--- src/rtl/trim_cal_pkg.sv ---
package trim_cal_pkg;
   typedef enum logic {
      CAL_IDLE   = 1'b0,
      CAL_SEARCH = 1'b1
   } cal_state_e;
endpackage

--- src/rtl/trim_sync.sv ---
module trim_sync #(
   parameter int STAGES = 2
) (
   input  logic clk,
   input  logic rst_n,
   input  logic d_in,
   output logic d_out
);
   logic [STAGES-1:0] chain_q;

   generate
      if (STAGES < 2) begin : g_bad
         $error("trim_sync needs at least two stages");
      end
   endgenerate

   always_ff @(posedge clk) begin
      if (!rst_n) chain_q <= '0;
      else        chain_q <= {chain_q[STAGES-2:0], d_in};
   end

   assign d_out = chain_q[STAGES-1];
endmodule

--- src/rtl/trim_sar.sv ---
module trim_sar
   import trim_cal_pkg::*;
#(
   parameter int CODE_W = 12
) (
   input  logic              clk,
   input  logic              rst_n,
   input  logic              start,
   input  logic              cmp,
   input  logic              strobe,
   output logic [CODE_W-1:0] code,
   output logic              busy,
   output logic              done
);
   localparam int IDX_W = $clog2(CODE_W);
   localparam logic [CODE_W-1:0] FIRST_TRIAL = {1'b1, {(CODE_W-1){1'b0}}};

   cal_state_e        state_q;
   logic [IDX_W-1:0]  idx_q;
   logic [CODE_W-1:0] code_q;
   logic [CODE_W-1:0] code_nx;
   logic              done_q;

   generate
      if (CODE_W < 2) begin : g_bad
         $error("trim_sar needs CODE_W of at least 2");
      end
   endgenerate

   always_comb begin
      code_nx = code_q;
      code_nx[idx_q] = cmp;
      if (idx_q != '0) code_nx[idx_q - 1'b1] = 1'b1;
   end

   always_ff @(posedge clk) begin
      if (!rst_n) begin
         state_q <= CAL_IDLE;
         idx_q   <= '0;
         code_q  <= '0;
         done_q  <= 1'b0;
      end else begin
         done_q <= 1'b0;
         if (state_q == CAL_IDLE) begin
            if (start) begin
               state_q <= CAL_SEARCH;
               idx_q   <= IDX_W'(CODE_W - 1);
               code_q  <= FIRST_TRIAL;
            end
         end else if (strobe) begin
            code_q <= code_nx;
            if (idx_q == '0) begin
               state_q <= CAL_IDLE;
               done_q  <= 1'b1;
            end else begin
               idx_q <= idx_q - 1'b1;
            end
         end
      end
   end

   assign code = code_q;
   assign busy = (state_q == CAL_SEARCH);
   assign done = done_q;

   assert_start_load_R2: assert property (@(posedge clk) disable iff (!rst_n)
      (start && !busy) |=> (busy && code == FIRST_TRIAL));

   assert_next_bit_set_R4: assert property (@(posedge clk) disable iff (!rst_n)
      (busy && strobe && idx_q != '0) |=> code[$past(idx_q) - 1'b1]);

   assert_code_hold_R5: assert property (@(posedge clk) disable iff (!rst_n)
      (!(start && !busy) && !(busy && strobe)) |=> $stable(code));

   assert_done_single_R6: assert property (@(posedge clk) disable iff (!rst_n)
      done |=> !done);

   assert_done_idle_R6: assert property (@(posedge clk) disable iff (!rst_n)
      done |-> !busy);

   assert_start_ignored_R7: assert property (@(posedge clk) disable iff (!rst_n)
      (busy && start && !strobe) |=> ($stable(code) && busy));
endmodule

--- src/rtl/trim_pwm.sv ---
module trim_pwm #(
   parameter int PERIOD = 100000,
   parameter int CW     = $clog2(PERIOD + 1)
) (
   input  logic          clk,
   input  logic          rst_n,
   input  logic          force_half,
   input  logic [CW-1:0] user_duty,
   output logic          pwm
);
   localparam logic [CW-1:0] HALF = CW'(PERIOD / 2);
   localparam logic [CW-1:0] LAST = CW'(PERIOD - 1);

   logic [CW-1:0] cnt_q;
   logic [CW-1:0] duty_q;
   logic          half_q;
   logic [CW-1:0] duty_sel;

   generate
      if (PERIOD < 2) begin : g_bad
         $error("trim_pwm needs PERIOD of at least 2");
      end
   endgenerate

   assign duty_sel = force_half ? HALF : user_duty;

   always_ff @(posedge clk) begin
      if (!rst_n) begin
         cnt_q  <= '0;
         duty_q <= '0;
         half_q <= 1'b0;
      end else begin
         if (cnt_q == LAST) begin
            cnt_q  <= '0;
            duty_q <= duty_sel;
            half_q <= force_half;
         end else begin
            cnt_q <= cnt_q + 1'b1;
         end
      end
   end

   assign pwm = (cnt_q < duty_q);

   assert_half_high_R9: assert property (@(posedge clk) disable iff (!rst_n)
      (half_q && cnt_q == '0) |-> pwm);

   assert_half_low_R9: assert property (@(posedge clk) disable iff (!rst_n)
      (half_q && cnt_q == HALF) |-> !pwm);
endmodule

--- src/rtl/trim_cal_top.sv ---
module trim_cal_top #(
   parameter int CODE_W      = 12,
   parameter int PWM_PERIOD  = 100000,
   parameter int SYNC_STAGES = 2,
   parameter int PWM_CW      = $clog2(PWM_PERIOD + 1)
) (
   input  logic              clk,
   input  logic              rst_n,
   input  logic              cal_start,
   input  logic              cmp_raw,
   input  logic              cycle_done,
   input  logic [PWM_CW-1:0] user_duty,
   output logic [CODE_W-1:0] trim_code,
   output logic              busy,
   output logic              done,
   output logic              pwm_out
);
   logic cmp_sync;

   trim_sync #(.STAGES(SYNC_STAGES)) u_sync (
      .clk   (clk),
      .rst_n (rst_n),
      .d_in  (cmp_raw),
      .d_out (cmp_sync)
   );

   trim_sar #(.CODE_W(CODE_W)) u_sar (
      .clk    (clk),
      .rst_n  (rst_n),
      .start  (cal_start),
      .cmp    (cmp_sync),
      .strobe (cycle_done),
      .code   (trim_code),
      .busy   (busy),
      .done   (done)
   );

   trim_pwm #(.PERIOD(PWM_PERIOD), .CW(PWM_CW)) u_pwm (
      .clk        (clk),
      .rst_n      (rst_n),
      .force_half (busy),
      .user_duty  (user_duty),
      .pwm        (pwm_out)
   );

   assert_reset_state_R1: assert property (@(posedge clk)
      !rst_n |=> (trim_code == '0 && !busy && !done));
endmodule

--- config.mk ---
export PLATFORM = sky130hd
export DESIGN_NAME = trim_cal_top
export DESIGN_NICKNAME = d
export VERILOG_FILES = /design/src/rtl/trim_cal_pkg.sv /design/src/rtl/trim_sync.sv /design/src/rtl/trim_sar.sv /design/src/rtl/trim_pwm.sv /design/src/rtl/trim_cal_top.sv
export SDC_FILE = /design/constraint.sdc
export NUM_CORES = 1
export LEC_CHECK = 0
export BUFFER_PORTS_ARGS = -buffer_cell sky130_fd_sc_hd__buf_2
export CORE_ASPECT_RATIO = 2
export CORE_UTILIZATION = 56
export CTS_CLUSTER_DIAMETER = 100
export DETAILED_ROUTE_END_ITERATION = 12
export HOLD_SLACK_MARGIN = 0.15
export PLACE_DENSITY = 0.87
export SYNTH_ARGS = -nofsm -noshare
export SYNTH_HDL_FRONTEND = slang
export SYNTH_SLANG_ARGS = --single-unit
export TNS_END_PERCENT = 20
--- constraint.sdc ---
create_clock -name clk -period 5.45 [get_ports clk]
set_input_delay 1.3625 -clock clk [delete_from_list [all_inputs] [get_ports clk]]
set_output_delay 1.3625 -clock clk [all_outputs]
set_load 0.005 [all_outputs]
==> results.txt <==
Status = finished clean
Internal power = 543 uW
Total negative slack = 0 ns
Crit-path leading delay family = compound AO/OA/AOI/OAI gates
Leakage = 0.00124 uW
Max Freq = 0.281 GHz
GRT Resource Usage Total = 0.260
FFs w/ async S/R, synth = 0
Critical Path End Type = output port
PwrDens = 241 mW/mm^2
WS Path Type = reg -> out
Synth Warn # = 0
Worst Clk Skew = 0.00876 ns
Final HPWL DP = 4730 um
Critical path cell sequence = ha_1 > a21o_1 > a21oi_1 > o311a_1 > o21ai_0 > a221oi_1 > buf_2
Syn_nets = 373
Yosys reg bits = 54
Vias post-DR = 2521
Die Y = 103 um
Main area contributors after synthesis = dfxtp_1 (38%), ha_1 (9.7%), a22o_1 (4.3%)
Overflow after GRT = 0
Iteration count of the initial detailed-routing pass = 4
Dpl ws = 2.27 ns
Initial antenna violation count = 0
Via density = 6.13
Routed wire per std cell = 15.5 um
Clock root cell = clkbuf_8
Unique cell type count in the Yosys netlist = 43
Later-pin clock latency in the skew report = 0.31 ns
Global-route wire length before repair = 10500 um
Combinational Power Share = 0.125
DRC viols = 0
CORE AREA = 0.00486 sq mm
Antenna Nets Post-Route = 0
Initial drt markers = 79
H-tree levels = 2
Delay of the slowest critical-path stage = 0.44 ns
Placer Congestion = 0.864
Final Hold Viols = 0
CP arrival = 2.19 ns
Post-CTS Resized = 0
CP max FO = 5
Post-CTS Hold Fix Bufs = 0
Syn_area_per_cell = 8.62 sq um
Slowest stage cell, crit path = dfxtp_1
Area share of the largest cell type after synthesis = 0.381
Finished Cell Area = 0.00309 sq mm
Worst Tran Pin Value = 1.09 ns
Sequential area share after synthesis = 0.381
Syn Std Cell Area = 0.00284 sq mm
RSZ-0062 raised after global routing = false
Number of synthesized flops with an enable pin = 0
Die Wd = 52.3 um
Period utilization = 0.652
Share of cells above drive strength 1 = 0.138
Row cnt = 36
Largest net degree at the start of global routing = 23
Final setup margin = 1.89 ns
Placed inst area = 0.00300 sq mm
IO Pins = 37
CTS max path bufs = 2
Clk pwr share = 0.313
Initial Utilization = 0.583
Switching Share = 0.270
Vias in the first global route = 2497
Pins Over Slew Limit = 0
Final setup viols = 0
Num CTS Buffers = 5
Max_slew headroom = 0.269
Clock period minus final worst setup slack = 3.56 ns
Startpoint Class = flop
Psw = 201 uW
NumNets Final = 397
Synth area leader = dfxtp_1
Max-Cap Viols = 0
Peak VDD IR = 172 uV
Number of inserted diodes = 0
Crit path buf inv count = 1
Area grow syn2layout = 9.14%
Worst Hold Class = reg -> reg
Postcts setup bufs = 0
CTS tree = done
Synthesized instance count = 329
Ys flop type = dfxtp_1
Port buffer count = 36
# clock sinks = 54
Flop pwr share = 0.562
Reg clk slew, reported paths = 0.10 ns
Die Area = 0.00537 sq mm
Crit path required time = 4.09 ns
DRT Wirelength = 6380 um
-- registers in the layout, indices dropped and copies added (netlist names) --
name,count
u_pwm.cnt_q,17
u_sar.busy,1
u_sar.code,12
u_sar.idx_q,4
u_sync.chain_q,2
u_pwm.duty_q,17
u_sar.done,1
-- cell usage in the layout, fill, tap and decap left out, types with 3 or more instances in the layout --
cell and count:
dfxtp_1 54, buf_2 36, nor2_1 30, inv_1 24
nand2_1 23, ha_1 22, a21oi_1 17, nand3_1 16
a22o_1 14, nor3_1 11, a211oi_1 10, o21ai_0 10
xor2_1 9, xnor2_1 7, a311oi_1 6, clkbuf_8 6
mux2i_1 5, a31oi_1 5, nand4_1 5, a21o_1 5
nor2b_1 4, nand2b_1 4, and2_1 4, nor4_1 3
-- path summary, 6_finish.rpt --
check,slack [ns],endpoint,cells past startpoint,startpoint
setup / recovery,1.89,pwm_out,7,u_pwm.cnt_q[7]$_SDFF_PP0_
hold / removal,0.44,u_sync.chain_q[1]$_SDFF_PN0_,1,u_sync.chain_q[0]$_SDFF_PN0_
setup reg to reg,3.02,u_pwm.duty_q[5]$_SDFFE_PN0P_,4,u_pwm.cnt_q[11]$_SDFF_PP0_
hold reg to reg,0.44,u_sync.chain_q[1]$_SDFF_PN0_,1,u_sync.chain_q[0]$_SDFF_PN0_
-- cell usage after synthesis (2+ instances only) --
master and number:
dfxtp_1 54, nor2_1 30, inv_1 24, nand2_1 23, ha_1 22, a21oi_1 17, nand3_1 16, a22o_1 14
clkbuf_1 12, nor3_1 11, a211oi_1 10, o21ai_0 10, xor2_1 9, xnor2_1 7, a311oi_1 6, a21o_1 5
a31oi_1 5, mux2i_1 5, nand4_1 5, and2_1 4, buf_2 4, nand2b_1 4, nor2b_1 4, buf_4 3
nor4_1 3, a221oi_1 2, nor3_2 2, o2111a_1 2, o32ai_1 2
-- through the flow --
step                hold WS, ns  utilization  power (uW)  cells
floorplan                 0.412            -         490    329
global placement          0.414        0.617         518    403
detailed placement        0.424        0.617         520    403
CTS                       0.448        0.636         750    411
global route              0.473        0.636         777    411
finish                    0.445        0.636         744    411
-- metal layers --
| metal | part of all wire | vias to the layer above | GRT usage | wire [um] |
|---|---|---|---|---|
| met5 | 0 | - | 0 | 0 |
| met4 | 0.047 | 0 | 0.184 | 303 |
| met3 | 0.040 | 28 | 0.0428 | 254 |
| met2 | 0.57 | 90 | 0.483 | 3620 |
| met1 | 0.35 | 1183 | 0.242 | 2210 |
| li1 | - | 1220 | - | - |
-- final cells by class --
type | instances | area (sq um)
Clock buffer | 6 | 82.6
Clock inverter | 2 | 12.5
Fill cell | 428 | 1770
Inverter | 24 | 90.1
Multi-Input combinational cell | 232 | 1580
Sequential cell | 54 | 1080
Tap cell | 57 | 71.3
Timing Repair Buffer | 36 | 180
-- worst register-to-register path, stage by stage (launching register included) --
cell and delay [ns]:
dfxtp_1 0.37, nor4b_1 0.66, nand3_2 0.41, nor3_2 0.71, a22o_1 0.23
-- power by group through the flow --
| stage | logic, uW | registers, uW | clock network (uW) |
|---|---|---|---|
| 2_1_floorplan | 69.4 | 421 | 0 |
| 3_3_place_gp | 91.2 | 427 | 0 |
| 3_5_place_dp | 92.6 | 428 | 0 |
| 4_1_cts | 92.8 | 418 | 239 |
| 5_1_grt | 103 | 420 | 253 |
| 6_report | 93.0 | 419 | 233 |
-- logic make-up (layout without fill, tap and decap cells) --
kind of cell    count (synthesis)  in the layout  share of synthesized area
simple gates                  110            110                      0.193
fa+ha+maj                      22             22                     0.0971
buf+inv                        43             68                     0.0627
mux                             5              5                     0.0177
compound gates                 79             79                      0.199
xor+xnor                       16             16                     0.0494
flops                          54             54                      0.381
(Power assumes the default switching activity.)
